<file path="src/rtl/mstat_pkg.sv">
package mstat_pkg;
  // status nibble order (also the change-flag order)
  localparam int unsigned LN_CTS = 0;
  localparam int unsigned LN_DSR = 1;
  localparam int unsigned LN_RI  = 2;
  localparam int unsigned LN_DCD = 3;
  localparam int unsigned NLINES = 4;

  // control value bit positions
  localparam int unsigned CB_DTR  = 0;
  localparam int unsigned CB_RTS  = 1;
  localparam int unsigned CB_OUT1 = 2;
  localparam int unsigned CB_OUT2 = 3;
  localparam int unsigned CB_LOOP = 4;
  localparam int unsigned CTL_W   = 5;

  typedef logic [NLINES-1:0] line_vec_t;
  typedef logic [CTL_W-1:0]  ctl_vec_t;

  localparam line_vec_t LINE_RST = 4'b1011; // carrier, dsr, cts high
  localparam ctl_vec_t  CTL_RST  = 5'b01000; // only OUT2 high
endpackage

</file>
<file path="src/rtl/mstat_sync.sv">
module mstat_sync #(
  parameter int unsigned WIDTH  = 4,
  parameter int unsigned STAGES = 2,
  parameter logic [WIDTH-1:0] RST_VAL = '0
) (
  input  logic             clk,
  input  logic             rst_n,
  input  logic [WIDTH-1:0] d,
  output logic [WIDTH-1:0] q
);
  logic [WIDTH-1:0] stage_q [STAGES];

  genvar g;
  generate
    for (g = 0; g < STAGES; g++) begin : g_stage
      logic [WIDTH-1:0] stage_d;
      if (g == 0) begin : g_first
        assign stage_d = d;
      end else begin : g_next
        assign stage_d = stage_q[g-1];
      end
      always_ff @(posedge clk or negedge rst_n) begin
        if (!rst_n) stage_q[g] <= RST_VAL;
        else        stage_q[g] <= stage_d;
      end
    end
  endgenerate

  assign q = stage_q[STAGES-1];
endmodule

</file>
<file path="src/rtl/mstat_ctl.sv">
module mstat_ctl
  import mstat_pkg::*;
(
  input  logic     clk,
  input  logic     rst_n,
  input  logic     we,
  input  ctl_vec_t wdata,
  output ctl_vec_t ctl,
  output logic     rts_out,
  output logic     dtr_out
);
  ctl_vec_t ctl_d;
  logic     ctl_en;

  always_comb begin
    ctl_en = we;
    ctl_d  = wdata;
  end

  always_ff @(posedge clk or negedge rst_n) begin
    if (!rst_n)      ctl <= CTL_RST;
    else if (ctl_en) ctl <= ctl_d;
  end

  // outgoing handshake lines are parked inactive during loopback
  always_comb begin
    rts_out = ctl[CB_RTS] & ~ctl[CB_LOOP];
    dtr_out = ctl[CB_DTR] & ~ctl[CB_LOOP];
  end
endmodule

</file>
<file path="src/rtl/mstat_track.sv">
module mstat_track
  import mstat_pkg::*;
(
  input  logic      clk,
  input  logic      rst_n,
  input  line_vec_t pins_sync,
  input  ctl_vec_t  ctl,
  input  logic      rd,
  output line_vec_t level,
  output line_vec_t flags
);
  line_vec_t src, diff, hit, level_d, flags_d;
  logic      level_en, flags_en;

  always_comb begin
    if (ctl[CB_LOOP]) begin
      src[LN_DCD] = ctl[CB_OUT2];
      src[LN_RI]  = ctl[CB_OUT1];
      src[LN_DSR] = ctl[CB_DTR];
      src[LN_CTS] = ctl[CB_RTS];
    end else begin
      src = pins_sync;
    end
    diff = src ^ level;
    hit  = diff;
    // ring flag marks only the trailing (1 -> 0) edge
    hit[LN_RI] = level[LN_RI] & ~src[LN_RI];
    level_d  = src;
    level_en = |diff;
    // a fresh hit wins over the read clear in the same cycle
    flags_d  = (rd ? '0 : flags) | hit;
    flags_en = rd | (|hit);
  end

  always_ff @(posedge clk or negedge rst_n) begin
    if (!rst_n)        level <= LINE_RST;
    else if (level_en) level <= level_d;
  end

  always_ff @(posedge clk or negedge rst_n) begin
    if (!rst_n)        flags <= '0;
    else if (flags_en) flags <= flags_d;
  end
endmodule

</file>
<file path="src/rtl/modem_status_unit.sv">
module modem_status_unit
  import mstat_pkg::*;
#(
  parameter int unsigned SYNC_STAGES = 2
) (
  input  logic       clk,
  input  logic       rst_n,
  input  logic       cts_in,
  input  logic       dsr_in,
  input  logic       dcd_in,
  input  logic       ri_in,
  input  logic       ctl_we,
  input  logic [4:0] ctl_wdata,
  output logic [4:0] ctl_q,
  input  logic       stat_rd,
  output logic [7:0] stat_q,
  output logic       chg_irq,
  output logic       rts_out,
  output logic       dtr_out
);
  line_vec_t pins_raw, pins_sync, level, flags;
  ctl_vec_t  ctl;

  always_comb begin
    pins_raw[LN_CTS] = cts_in;
    pins_raw[LN_DSR] = dsr_in;
    pins_raw[LN_RI]  = ri_in;
    pins_raw[LN_DCD] = dcd_in;
  end

  mstat_sync #(.WIDTH(NLINES), .STAGES(SYNC_STAGES), .RST_VAL(LINE_RST)) u_sync (
    .clk(clk), .rst_n(rst_n), .d(pins_raw), .q(pins_sync)
  );

  mstat_ctl u_ctl (
    .clk(clk), .rst_n(rst_n), .we(ctl_we), .wdata(ctl_wdata),
    .ctl(ctl), .rts_out(rts_out), .dtr_out(dtr_out)
  );

  mstat_track u_track (
    .clk(clk), .rst_n(rst_n), .pins_sync(pins_sync), .ctl(ctl),
    .rd(stat_rd), .level(level), .flags(flags)
  );

  always_comb begin
    ctl_q   = ctl;
    stat_q  = {level, flags};
    chg_irq = |flags;
  end
endmodule

</file>
<file path="config.mk">
export PLATFORM = sky130hd
export DESIGN_NAME = modem_status_unit
export DESIGN_NICKNAME = d
export VERILOG_FILES = /design/src/rtl/mstat_pkg.sv /design/src/rtl/mstat_sync.sv /design/src/rtl/mstat_ctl.sv /design/src/rtl/mstat_track.sv /design/src/rtl/modem_status_unit.sv
export SDC_FILE = /design/constraint.sdc
export NUM_CORES = 1
export LEC_CHECK = 0
export ABC_AREA = 1
export BUFFER_PORTS_ARGS = -buffer_cell sky130_fd_sc_hd__buf_2
export CAP_MARGIN = 20
export CORE_ASPECT_RATIO = 0.75
export CORE_MARGIN = 2
export CORE_UTILIZATION = 52
export CTS_CLUSTER_SIZE = 40
export DETAILED_ROUTE_END_ITERATION = 8
export HOLD_SLACK_MARGIN = 0.02
export MAX_ROUTING_LAYER = met4
export PLACE_DENSITY = 0.78
export SLEW_MARGIN = 20
export SYNTH_ARGS = -nofsm -noshare
export SYNTH_HDL_FRONTEND = slang
export SYNTH_SLANG_ARGS = --single-unit
</file>
<file path="constraint.sdc">
create_clock -name clk -period 2.9 [get_ports clk]
set_input_delay 0 -clock clk [delete_from_list [all_inputs] [get_ports clk]]
set_output_delay 0 -clock clk [all_outputs]
set_load 0.05 [all_outputs]
</file>
After elaboration in Yosys (flattened, before gate mapping)
Index checks and enable logic that the tools add are counted.
{"block": "totals", "register_bits": 21, "elab_cells": 18}
{"block": "classes", "reduce_logical": 3, "bitwise": 8, "muxes": 2}
{"cell": "OR reduction 4 bit", "n": 3}
{"cell": "2-to-1 mux 4 bit", "n": 2}
{"cell": "bitwise OR 4 bit", "n": 1}
{"cell": "XOR 4 bit", "n": 1}
{"cell": "bitwise AND 1 bit", "n": 3}
{"cell": "inverter 1 bit", "n": 2}
{"cell": "bitwise OR 1 bit", "n": 1}

Logic depth before layout (Yosys ltp)
{"block": "depth", "depth_word": 5, "depth_mapped": 10}

Cells and area by module
Synthesis repeated with hierarchy kept, for this count alone.
{"block": "hier_totals", "hier_cells": 89, "area_unflattened_um2": 847.1}
{"module": "mstat_track", "area_per_inst_um2": 426.7, "instances": 1, "seq_area_each_um2": 203.9, "cells_per_inst": 53}
{"module": "mstat_sync", "area_per_inst_um2": 207.7, "instances": 1, "seq_area_each_um2": 207.7, "cells_per_inst": 8}
{"module": "mstat_ctl", "area_per_inst_um2": 201.4, "instances": 1, "seq_area_each_um2": 126.4, "cells_per_inst": 25}
{"module": "modem_status_unit", "area_per_inst_um2": 11.3, "instances": 1, "seq_area_each_um2": 0.0, "cells_per_inst": 3}

Worst setup path before layout
Ideal clock, no wire load.
{"block": "synth_path", "path_type": "register to register", "startpoint": "reg u_ctl.ctl[4]", "endpoint": "reg u_track.level[2]", "synth_period_minus_slack_ns": 1.670, "setup_slack_ns": 1.230, "arrival_time_ns": 1.552, "setup_time_ns": 0.118, "required_time_ns": 2.782, "path_stages_with_launch": 8, "cell_sequence": "dfrtp_1 > buf_6 > o21ai_0 > ha_1 > inv_1 > nor2_4 > nand3_1 > nand2_1"}
{"block": "synth_via", "elab_chain_len": 3}
{"item": "from (decl)", "line_no": "mstat_ctl.sv:8", "text": "output ctl_vec_t ctl,"}
{"item": "from (signal assigned)", "line_no": "mstat_ctl.sv:22", "text": "else if (ctl_en) ctl <= ctl_d;"}
{"item": "2-to-1 mux 4 bit (*)", "line_no": "mstat_track.sv:16", "text": "if (ctl[CB_LOOP]) begin"}
{"item": "XOR 4 bit", "line_no": "mstat_track.sv:24", "text": "diff = src ^ level;"}
{"item": "OR reduction 4 bit", "line_no": "mstat_track.sv:29", "text": "level_en = |diff;"}
{"item": "to (signal assigned)", "line_no": "mstat_track.sv:37", "text": "else if (level_en) level <= level_d;"}
{"item": "to (decl)", "line_no": "mstat_track.sv:9", "text": "output line_vec_t level,"}
Mark *: on every way between the ends. The rest lies on a longest branch, timed or not.
A chain may end at the register's enable or synchronous reset.

==> results.yml <==
worst_setup_path:
  crit_slowest_cell: "dlygate4sd3_1"
  cp.required_ns: 3.09
  critPathMaxStageDelay_ns: 0.58
  critical_path_class: "in2reg"
  cp-start-kind: "input pin"
  cp_cell_sequence: "dlygate4sd3_1, buf_2, nand2_1, dlygate4sd3_1, o21ai_0, dlygate4sd3_1"
  cp_max_fo: 1
  crit_path_frequent_cell: "dlygate4sd3_1"
  endpoint_kind: "flop"
  crit_arrival_ns: 1.93
detailed_routing:
  ant_nets: 0
  drt_first_pass_iters: 4
  viasPerCell: 4.68
  totalWireLength_um: 1950
  drc: 0
  drt-initial-drc-count: 9
  routedWlPerCell_um: 12.5
  num_vias: 730
cells_and_area:
  areaGrowthSynthToFinish_pct: 43.3
  drive_gt1_frac: 0.437
  final_area_sq_um: 1290
  instances_no_fill: 156
  diodes: 0
  nets: 150
grt:
  grt_usage: 0.242
  grt_use_met1: 0.232
  grtUsageMet2: 0.462
  grt_overflow: 0
  grt_util_met3: 0.0784
  antenna_found_initial: 0
  grt_max_degree: 22
  grt_pass1_vias: 777
  grt_pass1_wl_um: 3230
  busiest_layer: "met2"
sta:
  period_needed_ns: 1.74
  maxSlewViolCount: 0
  period_share: 0.600
  finalSetupViolations: 0
  finClkSkew_ns: 0.00509
  rsz0062_at_grt: "false"
  worstMarginPinSlew_ns: 0.450
  tns_ns: 0
  hold_viol: 0
  max_freq_ghz: 0.575
  relSlewSlack: 0.700
synth:
  ys_ff_latch: 21
  yosys_warnings: 0
  yosysSeqAreaShare: 0.598
  synth_cells: 84
  synth_area_leaders: "dfrtp_1, dfstp_2, nand2_1, inv_1, nand2_4"
  yosysTopAreaCell: "dfrtp_1"
  synth_top_area_share: 0.306
  netlist_area_sq_um: 900
  synth_cell_types: 19
  synth_fp_nets: 98
  syn_area_per_cell_sq_um: 10.7
job:
  cap_violations: 0
placed_design:
  placed_area_sq_um: 1050
  port_buffers: 28
  dpl.hpwl_um: 1240
  gp_congestion: 0.759
  place_inst: 131
power:
  p_per_area_nw_per_um2: 590
  leakage_nw: 0.649
  vdd.ir_drop.worst_uv: 381
floorplanning:
  die_h_um: 40.0
  floorplan.rows: 12
  pin_count: 29
  core_area_sq_um: 1550
  die_area_sq_um: 2080
  die_w_um: 52.0
  start_util: 0.582
run_status:
  status: "finished, final reports clean"
clock_tree:
  clk_path_buf_depth: 2
  clockRootBuffer: "clkbuf_4"
  clkLatencyLatePin_ns: 0.31
  cts_sinks: 21
  cts_inserted_buffers: 3
  clk_pin_slew_ns: 0.11
  cts_tree: "built"
  htreeDepth: 1
  cts_setup_buffers: 0
min_path:
  hp-class: "in2async"
-- cell usage in the layout, fill, tap and decap left out --
master and n:
nand3_1 3, nor2_4 2, ha_1 1, nor2_1 2, nand4_1 1, clkbuf_4 3, inv_1 13, inv_2 1
nand2_2 7, dlygate4sd3_1 21, o21ai_0 6, dfstp_2 10, o21bai_1 1, dfrtp_1 11, nand3_2 2, nand2_1 14
nand2_4 4, clkinv_2 1, o211ai_1 3, inv_6 1, buf_2 28
-- cells by family after synthesis --
family | count (synthesis) | synth area share
flip-flops | 21 | 0.598
AO/OA/AOI/OAI | 10 | 0.0668
adder cells (fa/ha/maj) | 1 | 0.0139
buffers and inverters | 17 | 0.0848
AND/OR/NAND/NOR | 35 | 0.236
-- worst paths after layout --
check	startpoint	end	slack, ns	depth (start not counted)
max in group asynchronous	rst_n	u_sync.g_stage[1].stage_d[0]	2.39	2
min in group clk	ri_in	u_sync.g_stage[1].stage_d[2]	0.33	2
hold / removal	rst_n	u_ctl.ctl[4]	0.16	2
setup reg to reg	u_ctl.ctl[4]	u_track.level[2]	1.34	7
setup / recovery	ctl_wdata[1]	u_ctl.ctl[1]	1.16	6
hold reg to reg	u_sync.g_stage[1].stage_d[1]	u_sync.q[1]	0.36	0
-- power by group --
part           total, mW  switching, mW  internal [mW]  leakage [nW]
combinational      0.269          0.187         0.0817         0.397
clock              0.138         0.0861         0.0516        0.0177
sequential         0.354         0.0227          0.331         0.234
total              0.760          0.296          0.465         0.649
-- synth_stat cells (all sizes together) --
library cell   n
clkbuf         1
nand3          5
dfrtp         11
nand4          1
dfstp         10
buf            1
nor2           4
o21ai          6
o21bai         1
inv           15
ha             1
nand2         25
o211ai         3
-- metal layers --
metal | vias up | wire length (um)
li1 | 359 | -
met1 | 343 | 779
met2 | 21 | 1030
met3 | 7 | 97
met4 | 0 | 43
met5 | - | 0
-- cell type report --
cell class	count	area, sq um
clock buffers	3	22.5
clock inverters	1	5.00
fillers	91	258
inverters	15	61.3
multi-input cells	46	285
flip-flops and latches	21	538
well taps	21	26.3
repair buffers	49	350
-- what timing repair did --
item	4_1_cts	5_1_grt
hold buffers	21	0
hold endpoints to repair	34	0
resized for setup	0	0
-- sequential cells by signal, indices dropped and copies added (netlist names) --
signal,flops
u_sync.g_stage.stage_d,4
u_track.flags,4
u_ctl.ctl,5
u_sync.q,4
u_track.level,4
-- worst max-delay path, delay by kind of cell --
family,cells,cell delay (ns)
AO/OA/AOI/OAI,1,0.09
buffers and inverters,4,1.78
AND/OR/NAND/NOR,1,0.06
-- metrics by stage --
stage | setup WS (ns) | hold slack (ns) | power, mW | util
finish | 1.16 | 0.162 | 0.760 | 0.833
global route | 1.14 | 0.185 | 0.801 | 0.833
CTS | 1.26 | 0.157 | 0.765 | 0.833
detailed placement | 1.35 | -0.0296 | 0.600 | 0.680
global placement | 1.45 | -0.0311 | 0.593 | 0.680
floorplan | 1.23 | -0.296 | 0.543 | -
No activity file was read; power rests on OpenSTA's default activity.
